### config.mk
export PLATFORM = sky130hd
export DESIGN_NAME = hit_dispatch_router
export DESIGN_NICKNAME = d
export VERILOG_FILES = /design/src/rtl/hdr_pkg.sv /design/src/rtl/hdr_bank_cost.sv /design/src/rtl/hdr_route_pick.sv /design/src/rtl/hdr_hold_stage.sv /design/src/rtl/hit_dispatch_router.sv
export SDC_FILE = /design/constraint.sdc
export NUM_CORES = 1
export LEC_CHECK = 0
export ABC_CLOCK_PERIOD_IN_PS = 8500
export BUFFER_PORTS_ARGS = -buffer_cell sky130_fd_sc_hd__buf_2
export CORE_UTILIZATION = 52
export DETAILED_ROUTE_END_ITERATION = 8
export PLACE_DENSITY = 0.83
export SYNTH_ARGS = -nofsm -noshare
export SYNTH_HDL_FRONTEND = slang
export SYNTH_SLANG_ARGS = --single-unit
export TNS_END_PERCENT = 20
### constraint.sdc
create_clock -name clk -period 8.5 [get_ports clk]
set_input_delay 1.7 -clock clk [delete_from_list [all_inputs] [get_ports clk]]
set_output_delay 1.7 -clock clk [all_outputs]
set_load 0.1 [all_outputs]
### src/rtl/hdr_pkg.sv
// Package: shared types for the hit request dispatcher.
// Assumes: nothing beyond a two-way route choice.
package hdr_pkg;
    typedef enum logic {
        DEST_CACHE = 1'b0,
        DEST_MEM   = 1'b1
    } dest_e;
endpackage

### src/rtl/hdr_bank_cost.sv
// Module: hdr_bank_cost
// Selects the occupancy of one bank from a packed per-bank vector and
// multiplies it by a base latency to give the expected wait.
// Assumes: the caller slices the bank field out of the address; the
// product is formed at OCC_W+LAT_W bits so it cannot overflow.
module hdr_bank_cost #(
    parameter int FLD_BITS = 3,
    parameter int OCC_W    = 6,
    parameter int LAT_W    = 8
) (
    input  logic [FLD_BITS-1:0]               bank,
    input  logic [(1<<FLD_BITS)*OCC_W-1:0]    occ_flat,
    input  logic [LAT_W-1:0]                  base_lat,
    output logic [OCC_W+LAT_W-1:0]            cost
);
    localparam int NBANK  = 1 << FLD_BITS;
    localparam int COST_W = OCC_W + LAT_W;

    logic [OCC_W-1:0] occ_arr [NBANK];

    // Unpack the per-bank occupancy fields.
    for (genvar g = 0; g < NBANK; g++) begin : g_unpack
        assign occ_arr[g] = occ_flat[g*OCC_W +: OCC_W];
    end

    // Expected latency: selected depth times base latency, full width.
    always_comb begin
        cost = COST_W'(occ_arr[bank]) * COST_W'(base_lat);
    end
endmodule

### src/rtl/hdr_route_pick.sv
// Module: hdr_route_pick
// Chooses a destination from the dirty flag, the prediction and the two
// expected latencies. Off-chip wins a clean predicted hit only when
// strictly faster.
// Assumes: both costs share one width.
module hdr_route_pick
    import hdr_pkg::*;
#(
    parameter int COST_W = 14
) (
    input  logic              dirty,
    input  logic              pred_hit,
    input  logic [COST_W-1:0] cost_cache,
    input  logic [COST_W-1:0] cost_mem,
    output dest_e             dest
);
    // Priority: dirty region, then predicted miss, then balancing.
    always_comb begin
        if (dirty)                   dest = DEST_CACHE;
        else if (!pred_hit)          dest = DEST_MEM;
        else if (cost_mem < cost_cache) dest = DEST_MEM;
        else                         dest = DEST_CACHE;
    end
endmodule

### src/rtl/hdr_hold_stage.sv
// Module: hdr_hold_stage
// One-entry registered slot holding a routed request and presenting it to
// the chosen queue. Refills in the cycle it drains.
// Assumes: downstream ready may depend on nothing from this block.
module hdr_hold_stage
    import hdr_pkg::*;
#(
    parameter int ADDR_W = 32
) (
    input  logic              clk,
    input  logic              rst_n,
    input  logic              in_valid,
    output logic              in_ready,
    input  dest_e             in_dest,
    input  logic [ADDR_W-1:0] in_addr,
    output logic              cache_valid,
    input  logic              cache_ready,
    output logic              mem_valid,
    input  logic              mem_ready,
    output logic [ADDR_W-1:0] out_addr
);
    logic              held_v;
    dest_e             held_dest;
    logic [ADDR_W-1:0] held_addr;
    logic              drain;

    // Drain when the held entry's own destination accepts it.
    always_comb begin
        drain    = held_v && ((held_dest == DEST_MEM) ? mem_ready : cache_ready);
        in_ready = !held_v || drain;
    end

    // Load a new entry whenever the slot is free or freeing.
    always_ff @(posedge clk) begin
        if (!rst_n) begin
            held_v    <= 1'b0;
            held_dest <= DEST_CACHE;
            held_addr <= '0;
        end else if (in_ready) begin
            held_v <= in_valid;
            if (in_valid) begin
                held_dest <= in_dest;
                held_addr <= in_addr;
            end
        end
    end

    // Present the held entry on the selected side only.
    always_comb begin
        cache_valid = held_v && (held_dest == DEST_CACHE);
        mem_valid   = held_v && (held_dest == DEST_MEM);
        out_addr    = held_addr;
    end

    assert_onehot_R10: assert property (@(posedge clk) disable iff (!rst_n)
        $onehot0({cache_valid, mem_valid}));

    assert_hold_cache_R9: assert property (@(posedge clk) disable iff (!rst_n)
        (cache_valid && !cache_ready) |=> (cache_valid && $stable(out_addr)));

    assert_hold_mem_R9: assert property (@(posedge clk) disable iff (!rst_n)
        (mem_valid && !mem_ready) |=> (mem_valid && $stable(out_addr)));
endmodule

### src/rtl/hit_dispatch_router.sv
// Module: hit_dispatch_router (top)
// Routes each request to the DRAM cache queue or the off-chip queue.
// Dirty-region requests go to the cache, predicted misses go off-chip, and
// clean predicted hits go to the memory with the lower expected latency
// (bank queue depth times base latency; ties favour the cache).
// Assumes: occupancy counts and base latencies come from outside and are
// sampled in the cycle the request is accepted.
module hit_dispatch_router
    import hdr_pkg::*;
#(
    parameter int ADDR_W     = 32,
    parameter int CBANK_LSB  = 6,
    parameter int CBANK_BITS = 3,
    parameter int MBANK_LSB  = 13,
    parameter int MBANK_BITS = 3,
    parameter int OCC_W      = 6,
    parameter int LAT_W      = 8
) (
    input  logic                              clk,
    input  logic                              rst_n,
    input  logic                              req_valid,
    output logic                              req_ready,
    input  logic [ADDR_W-1:0]                 req_addr,
    input  logic                              req_dirty,
    input  logic                              req_pred_hit,
    input  logic [(1<<CBANK_BITS)*OCC_W-1:0]  cache_occ,
    input  logic [(1<<MBANK_BITS)*OCC_W-1:0]  mem_occ,
    input  logic [LAT_W-1:0]                  cache_base_lat,
    input  logic [LAT_W-1:0]                  mem_base_lat,
    output logic                              cache_valid,
    input  logic                              cache_ready,
    output logic                              mem_valid,
    input  logic                              mem_ready,
    output logic [ADDR_W-1:0]                 out_addr
);
    localparam int COST_W = OCC_W + LAT_W;

    logic [CBANK_BITS-1:0] bank_c;
    logic [MBANK_BITS-1:0] bank_m;
    logic [COST_W-1:0]     cost_c;
    logic [COST_W-1:0]     cost_m;
    dest_e                 dest;

    // Extract each memory's bank field from the address.
    always_comb begin
        bank_c = req_addr[CBANK_LSB +: CBANK_BITS];
        bank_m = req_addr[MBANK_LSB +: MBANK_BITS];
    end

    hdr_bank_cost #(.FLD_BITS(CBANK_BITS), .OCC_W(OCC_W), .LAT_W(LAT_W)) u_cost_cache (
        .bank(bank_c), .occ_flat(cache_occ), .base_lat(cache_base_lat), .cost(cost_c));

    hdr_bank_cost #(.FLD_BITS(MBANK_BITS), .OCC_W(OCC_W), .LAT_W(LAT_W)) u_cost_mem (
        .bank(bank_m), .occ_flat(mem_occ), .base_lat(mem_base_lat), .cost(cost_m));

    hdr_route_pick #(.COST_W(COST_W)) u_pick (
        .dirty(req_dirty), .pred_hit(req_pred_hit),
        .cost_cache(cost_c), .cost_mem(cost_m), .dest(dest));

    hdr_hold_stage #(.ADDR_W(ADDR_W)) u_hold (
        .clk(clk), .rst_n(rst_n),
        .in_valid(req_valid), .in_ready(req_ready),
        .in_dest(dest), .in_addr(req_addr),
        .cache_valid(cache_valid), .cache_ready(cache_ready),
        .mem_valid(mem_valid), .mem_ready(mem_ready),
        .out_addr(out_addr));

    assert_dirty_cache_R2: assert property (@(posedge clk) disable iff (!rst_n)
        (req_valid && req_ready && req_dirty) |=> (cache_valid && !mem_valid));

    assert_miss_offchip_R3: assert property (@(posedge clk) disable iff (!rst_n)
        (req_valid && req_ready && !req_dirty && !req_pred_hit) |=> mem_valid);

    assert_addr_carry_R8: assert property (@(posedge clk) disable iff (!rst_n)
        (req_valid && req_ready) |=> (out_addr == $past(req_addr)));
endmodule

Word level (Yosys, flattened, before mapping)
Index checks and enable logic that the tools add are counted.
- bits of input ports: 151
- flip-flop bits (word level): 34
- reduce and logical (&&, ||, !) cells: 6
- order comparisons: 3
- multiply operators: 2
- bitwise logic cells: 3
- mux-type cells: 10
- operator list (cell ; count):
    $bmux W6 S3 ; 2
    $mul A6 B8 Y14 ; 2
    $mux W6 ; 4
    $lt A14 B14 Y1 ; 1
    $ge A4 B4 Y1 const B ; 2
    $not A3 Y4 ; 2
    $mux W1 ; 4
    $logic_and A1 B1 Y1 ; 3
    $reduce_and A2 Y1 ; 1
    $logic_not A1 Y1 ; 1
    $logic_or A1 B1 Y1 ; 1
    $not A1 Y1 ; 1

Longest topological paths before layout
Gate-level depths: netlist of the first run.
- depth after elaboration: 9
- gate-level depth with buffers: 22
- gate-level depth less buffers: 21

By module
Synthesis of the first run repeated with hierarchy kept, for this count alone.
- cells, all modules: 669
- area total of the unflattened synthesis: 6179.7 µm²
- by module, submodules not included (module ; cells an instance ; instances ; area an instance (µm²)):
    hdr_hold_stage ; 241 ; 1 ; 2042.0
    hdr_bank_cost at u_cost_mem ; 193 ; 1 ; 1914.3
    hdr_bank_cost at u_cost_cache ; 190 ; 1 ; 1885.6
    hdr_route_pick ; 45 ; 1 ; 337.8

Worst setup path before layout of the first run
No wires, ideal clock.
- path type: input to register
- from: in req_addr[6]
- to: reg u_hold.held_dest
- stages: 20
- slack: 1720 ps
- path buffers: 1
- data arrival time: 6659 ps
- cell sequence: buf_2 > mux4_2 > mux2i_1 > nor2b_1 > fa_1 > fa_1 > inv_1 > fa_1 > inv_1 > ha_1 > or2_1 > a21oi_1 > inv_1 > a2111oi_0 > a311oi_1 > ha_1 > nand4_1 > o31a_1 > a22oi_1 > nand2_1
- longest elaborated chain between the ends: 9
- ends and longest elaborated chain (item ; line ; RTL):
    from (decl) ; hit_dispatch_router.sv:23 ; input logic [ADDR_W-1:0] req_addr,
    $not A3 Y4 (not written as such) ; hdr_bank_cost.sv:28 ; cost = COST_W'(occ_arr[bank]) * COST_W'(base_lat);
    $bmux W6 S3 ; hdr_bank_cost.sv:28 ;
    $mux W6 (not written as such) (2 in a row) ; hdr_bank_cost.sv:28 ;
    $mul A6 B8 Y14 ; hdr_bank_cost.sv:28 ;
    $lt A14 B14 Y1 ; hdr_route_pick.sv:21 ; else if (cost_mem < cost_cache) dest = DEST_MEM;
    $mux W1 ; hdr_route_pick.sv:21 ;
    $mux W1 ; hdr_route_pick.sv:20 ; else if (!pred_hit) dest = DEST_MEM;
    $mux W1 ; hdr_route_pick.sv:19 ; if (dirty) dest = DEST_CACHE;
    to (signal assigned) ; hdr_hold_stage.sv:42 ; held_dest <= in_dest;
    to (decl) ; hdr_hold_stage.sv:23 ; dest_e held_dest;
Every way passes these cells. The select of a mux whose other input is x is not followed.
A chain may end at the register's enable or synchronous reset.

Worst setup path in the final report of the first run
- from: in req_addr[13]
- to: reg u_hold.held_dest
Same word-level chain as after synthesis.

==> run_results.csv, run 1 <==
group,metric,value,unit
sta,hold_violations,0,
final_layout,final_cell_mix,"buf_2, inv_1, nand2_1, nor2b_1, ha_1",
final_layout,final_cells,890,
pwr,power_density,239,nW/µm²
placed_design,port_buffers,185,
floorplanning,coreArea,9770,µm²
setup_path,cp-end-kind,"flip-flop",
pwr,p_leak,0.00324,µW
setup_path,worstPathArrival,7.42,ns
final_layout,area_delta_synth_final,22.5,%
clock_network,hold_buffers,0,
detailed_routing,final_antenna_net_count,0,
final_layout,antennaDiodeCount,0,
yosys,syn_area_per_cell,9.05,µm²
yosys,syn_inst,579,
yosys,yosysTopAreaCell,"fa_1",
placed_design,dp_slack,0.995,ns
setup_path,crit_type,"input pin to flip-flop",
clock_network,cts_root_buf,"clkbuf_8",
yosys,synth_seq_cells,34,
global_routing,grt-ovfl-total,0,
floorplanning,die-area,10500,µm²
yosys,synth.area.top_cells,"fa_1, ha_1, dfxtp_1",
setup_path,cp-start-kind,"input pin",
floorplanning,start_util,53.6,%
sta,tns,0,ns
yosys,synth_fp_nets,837,
detailed_routing,vias_per_cell,5.36,
sta,setup_viol,0,
sta,rsz0062_at_grt,"no",
yosys,synth_top_area_share,19.1,%
detailed_routing,drt_iter0_drc,153,
floorplanning,die_height,102,µm
final_layout,final_common_cell,"buf_2",
hold_path,hp-class,"flip-flop to flip-flop",
global_routing,first_global_vias,4836,
final_layout,nets,1014,
flow_run,maxCapViolCount,0,
global_routing,antenna_found_initial,0,
detailed_routing,drc,0,
global_routing,grt_max_degree,37,
setup_path,required,8.67,ns
pwr,power,1530,µW
floorplanning,io_pins,186,
placed_design,globalplace.congestion,0.828,
global_routing,grt_pass1_wl,21500,µm
clock_network,cts_tree,"done",
floorplanning,fp.dieW,102,µm
clock_network,post_cts_buffers,0,
clock_network,clock-sinks,34,
sta,setup_slack,1.25,ns
final_layout,drive_above_1_share,29.3,%
sta,finalCritPeriodShare,85.3,%
yosys,synth_edf_count,0,
yosys,ys_types,49,
clock_network,ctsResizeCount,0,
placed_design,place_inst,882,
placed_design,place_hpwl,11400,µm
sta,fmax,138,MHz
yosys,async_flop_share,0,%
detailed_routing,first_pass_iters,4,
detailed_routing,routed_wl,13300,µm
clock_network,cts_buffers,5,
status,outcome,"completed",
global_routing,grt_usage,25.8,%
sta,fin_crit,7.25,ns
sta,hold_slack,0.451,ns
detailed_routing,vias,4774,
yosys,ys.flop_type,"dfxtp_1",
yosys,ys_seq_area_share,13.0,%
sta,finClkSkew,0.00493,ns
floorplanning,rows,36,
sta,final_max_slew_viol_count,0,
pwr,ir_drop,0.190,mV
clock_network,clk_path_buf_depth,2,
clock_network,insertion_delay,0.28,ns
detailed_routing,wl_per_cell,14.9,µm
clock_network,path_clk_slew,0.07,ns
clock_network,htreeDepth,2,
sta,worst_pin_slew,1.02,ns
yosys,synth_area,5240,µm²
yosys,yosys_warnings,0,
sta,maxSlewHeadroom,31.8,%
setup_path,crit_fanout,13,
-- report_power, final --
part	switching (µW)	total (µW)	leakage (µW)	internal, µW
logic	680	1170	0.00289	492
registers	7.99	180	0.000280	172
clock network	60.7	178	0.0000683	118
-- through the flow --
stage	utilization (%)	area (µm²)
2_1_floorplan	-	5240
3_3_place_gp	64.2	6280
3_5_place_dp	64.2	6280
4_1_cts	65.6	6410
5_1_grt	65.6	6410
6_report	65.6	6410
-- routing by layer --
metal	share of wire (%)	global-route usage, %	vias to the layer above
li1	-	-	2291
met1	39	31.1	2284
met2	53	47.5	167
met3	5.5	4.10	32
met4	2.3	7.03	0
met5	0	0	-
-- synth_stat cells (3+ instances only) --
cell and count:
o21a_1 3, ha_1 57, fa_1 50, nor3_1 9, and2_1 6, or3_1 3
o211ai_1 3, a21boi_1 33, a21oi_1 13, dfxtp_1 34, mux4_2 24, nand2_1 73
nand2b_1 24, buf_2 4, inv_1 76, xor2_1 7, nor2_1 14, nor2b_1 68
o21ai_1 4, clkbuf_1 11, o21ai_0 7, a2111oi_0 5, mux2i_1 12, a21o_1 3
xnor2_1 7
-- worst paths after layout --
path	start	to	slack [ns]	depth (start not counted)
worst max register to register	u_hold.held_dest	u_hold.out_addr[6]	6.37	5
worst min-delay path	u_hold.out_addr[26]	u_hold.out_addr[26]	0.45	2
worst min register to register	u_hold.out_addr[26]	u_hold.out_addr[26]	0.45	2
worst max-delay path	req_addr[13]	u_hold.held_dest	1.25	20
-- state kept, by name, indices dropped and copies added (netlist names) --
register,flops
u_hold.held_v,1
u_hold.out_addr,32
u_hold.held_dest,1
-- worst max-delay path, stage by stage --
cell and delay [ns]:
buf_2 0.35, mux4_2 0.56, mux2i_1 0.57, nor2b_1 0.16, fa_1 0.52, fa_1 0.55, inv_1 0.05, fa_1 0.48
inv_1 0.05, ha_1 0.28, o21ai_0 0.16, inv_1 0.07, a2111oi_0 0.56, or3_1 0.24, o211ai_1 0.12, ha_1 0.34
nand4_1 0.12, o31a_1 0.32, a22oi_1 0.15, nand2_1 0.07
-- area by class of cell --
type / instances / area [µm²]
clock inverter: 3 / 68.8
inverter: 76 / 285
clock buffer: 5 / 68.8
fill: 845 / 3360
multi-input combinational: 453 / 4210
tap: 133 / 166
sequential: 34 / 681
timing repair buffer: 186 / 933
-- cells by family after synthesis --
family                   share of synthesized area [%]
flip-flops                                        13.0
AO/OA/AOI/OAI                                     11.5
XOR/XNOR                                          2.34
multiplexers                                      13.0
buffers and inverters                             6.69
AND/OR/NAND/NOR                                   20.7
adder cells (fa/ha/maj)                           32.7
Power figures use the tool's default switching activity.
==> run 2, diff against run 1 <==
Settings changed: BUFFER_PORTS_ARGS -buffer_cell sky130_fd_sc_hd__buf_2 to -buffer_cell sky130_fd_sc_hd__clkbuf_2.
==> run_results.csv, run 2 (synthesized netlist as in run 1, its figures left out) <==
group,metric,value,unit
status,outcome,"completed",
clock_network,clock-sinks,34,
clock_network,cts_buffers,5,
detailed_routing,wl_per_cell,14.7,µm
setup_path,slowest_stage,"mux2i_1",
clock_network,htreeDepth,2,
setup_path,cp-end-kind,"flip-flop",
detailed_routing,vias_per_cell,5.43,
flow_run,maxCapViolCount,0,
global_routing,use_met3,2.80,%
clock_network,cts_tree,"done",
setup_path,rr_startpoint,"u_hold.held_dest",
sta,finClkSkew,0.00624,ns
clock_network,ctsResizeCount,0,
detailed_routing,vias,4834,
detailed_routing,routed_wl,13100,µm
floorplanning,start_util,53.6,%
global_routing,antenna_found_initial,0,
clock_network,post_cts_buffers,0,
setup_path,required,8.67,ns
pwr,power_density,233,nW/µm²
clock_network,insertion_delay,0.28,ns
global_routing,grt_max_degree,37,
final_layout,final_common_cell,"clkbuf_2",
placed_design,globalplace.congestion,0.829,
setup_path,slowest_delay,0.59,ns
setup_path,worstPathArrival,7.46,ns
sta,fin_crit,7.29,ns
detailed_routing,drc,0,
clock_network,hold_buffers,0,
floorplanning,die-area,10500,µm²
clock_network,cts_root_buf,"clkbuf_8",
setup_path,crit_fanout,12,
clock_network,clk_path_buf_depth,2,
setup_path,crit_family,"adder cells",
detailed_routing,drt_iter0_drc,153,
global_routing,grt-ovfl-total,0,
sta,hold_violations,0,
setup_path,crit_type,"input pin to flip-flop",
sta,rsz0062_at_grt,"no",
pwr,ir_drop,0.138,mV
final_layout,largest_reg_flops,32,
sta,tns,0,ns
placed_design,place_hpwl,11200,µm
floorplanning,coreArea,9770,µm²
detailed_routing,first_pass_iters,4,
sta,fmax,137,MHz
pwr,p_leak,0.00323,µW
floorplanning,fp.dieW,102,µm
global_routing,first_global_vias,4953,
global_routing,grt-busiest-layer,"met2",
sta,maxSlewHeadroom,31.0,%
global_routing,grtUsageMet2,47.5,%
setup_path,cp-start-kind,"input pin",
clock_network,path_clk_slew,0.08,ns
detailed_routing,final_antenna_net_count,0,
setup_path,crit_chain,"clkbuf_2 -> mux4_2 -> mux2i_1 -> nor2b_1 -> fa_1 -> fa_1 -> inv_1 -> fa_1 -> inv_1 -> ha_1 -> or2_1 -> a21oi_1 -> inv_1 -> a2111oi_0 -> a311oi_1 -> ha_1 -> nand4_1 -> o31a_1 -> a22oi_1 -> nand2_1",
sta,worst_pin_slew,1.03,ns
placed_design,port_buffers,185,
final_layout,nets,1014,
hold_path,min_from,"u_hold.out_addr[23]",
pwr,power,1480,µW
hold_path,hp-class,"flip-flop to flip-flop",
floorplanning,die_height,102,µm
floorplanning,rows,36,
global_routing,use_met1,31.4,%
setup_path,critPathLaunch,"req_addr[6]",
final_layout,area_delta_synth_final,21.7,%
final_layout,antennaDiodeCount,0,
global_routing,grt_usage,25.8,%
sta,final_max_slew_viol_count,0,
floorplanning,io_pins,186,
final_layout,drive_above_1_share,29.3,%
sta,setup_viol,0,
sta,finalCritPeriodShare,85.8,%
global_routing,grt_pass1_wl,21500,µm
setup_path,path_buf_inv,4,
final_layout,final_cell_mix,"clkbuf_2, inv_1, nand2_1, nor2b_1, ha_1",
==> run 2: cell types whose count changed in the layout (fill, tap and decap cells not counted), sizes merged <==
cell      change
buf         -185
clkinv        -1
clkbuf      +186
inv           +1
clkinvlp      +1
bufinv        -2
==> run 2: routing by layer <==
metal	wire length, µm	up-vias
li1	-	2297
met5	0	-
met1	5160	2358
met4	276	0
met3	650	24
met2	7040	155
==> run 2: layout make-up <==
type / count / area [µm²]
clock inverters: 2 / 16.3
well taps: 133 / 166
fillers: 843 / 3400
flip-flops and latches: 34 / 681
inverters: 76 / 285
multi-input cells: 453 / 4210
repair buffers: 186 / 933
clock buffers: 6 / 82.6
==> run 2: worst reg2reg max path, delay by kind of cell (launching register included) <==
kind / cells / cell delay (ns)
AND/OR/NAND/NOR: 3 / 1.07
AO/OA/AOI/OAI: 1 / 0.20
multiplexers: 1 / 0.38
flip-flops: 1 / 0.40
==> run 2: through the flow <==
| step | area (µm²) | setup WS, ns | utilization [%] | instances | hold slack (ns) |
|---|---|---|---|---|---|
| 4_1_cts | 6370 | 1.27 | 65.2 | 890 | 0.459 |
| 6_report | 6370 | 1.21 | 65.2 | 890 | 0.457 |
| 5_1_grt | 6370 | 0.792 | 65.2 | 890 | 0.481 |
| 3_5_place_dp | 6280 | 0.988 | 64.2 | 882 | 0.448 |
| 2_1_floorplan | 5240 | 1.72 | - | 579 | 0.627 |
| 3_3_place_gp | 6280 | 1.13 | 64.2 | 882 | 0.441 |
==> run 2: where the power goes <==
| group | switching (µW) | internal, µW |
|---|---|---|
| clock | 61.9 | 66.7 |
| sequential | 8.13 | 172 |
| combinational | 687 | 488 |
==> run 2: final timing paths <==
kind                         endpoint  slack (ns)  cells after the start
setup / recovery     u_hold.held_dest        1.21                     20
hold / removal    u_hold.out_addr[23]        0.46                      2
setup reg to reg   u_hold.out_addr[6]        6.38                      5
hold reg to reg   u_hold.out_addr[23]        0.46                      2
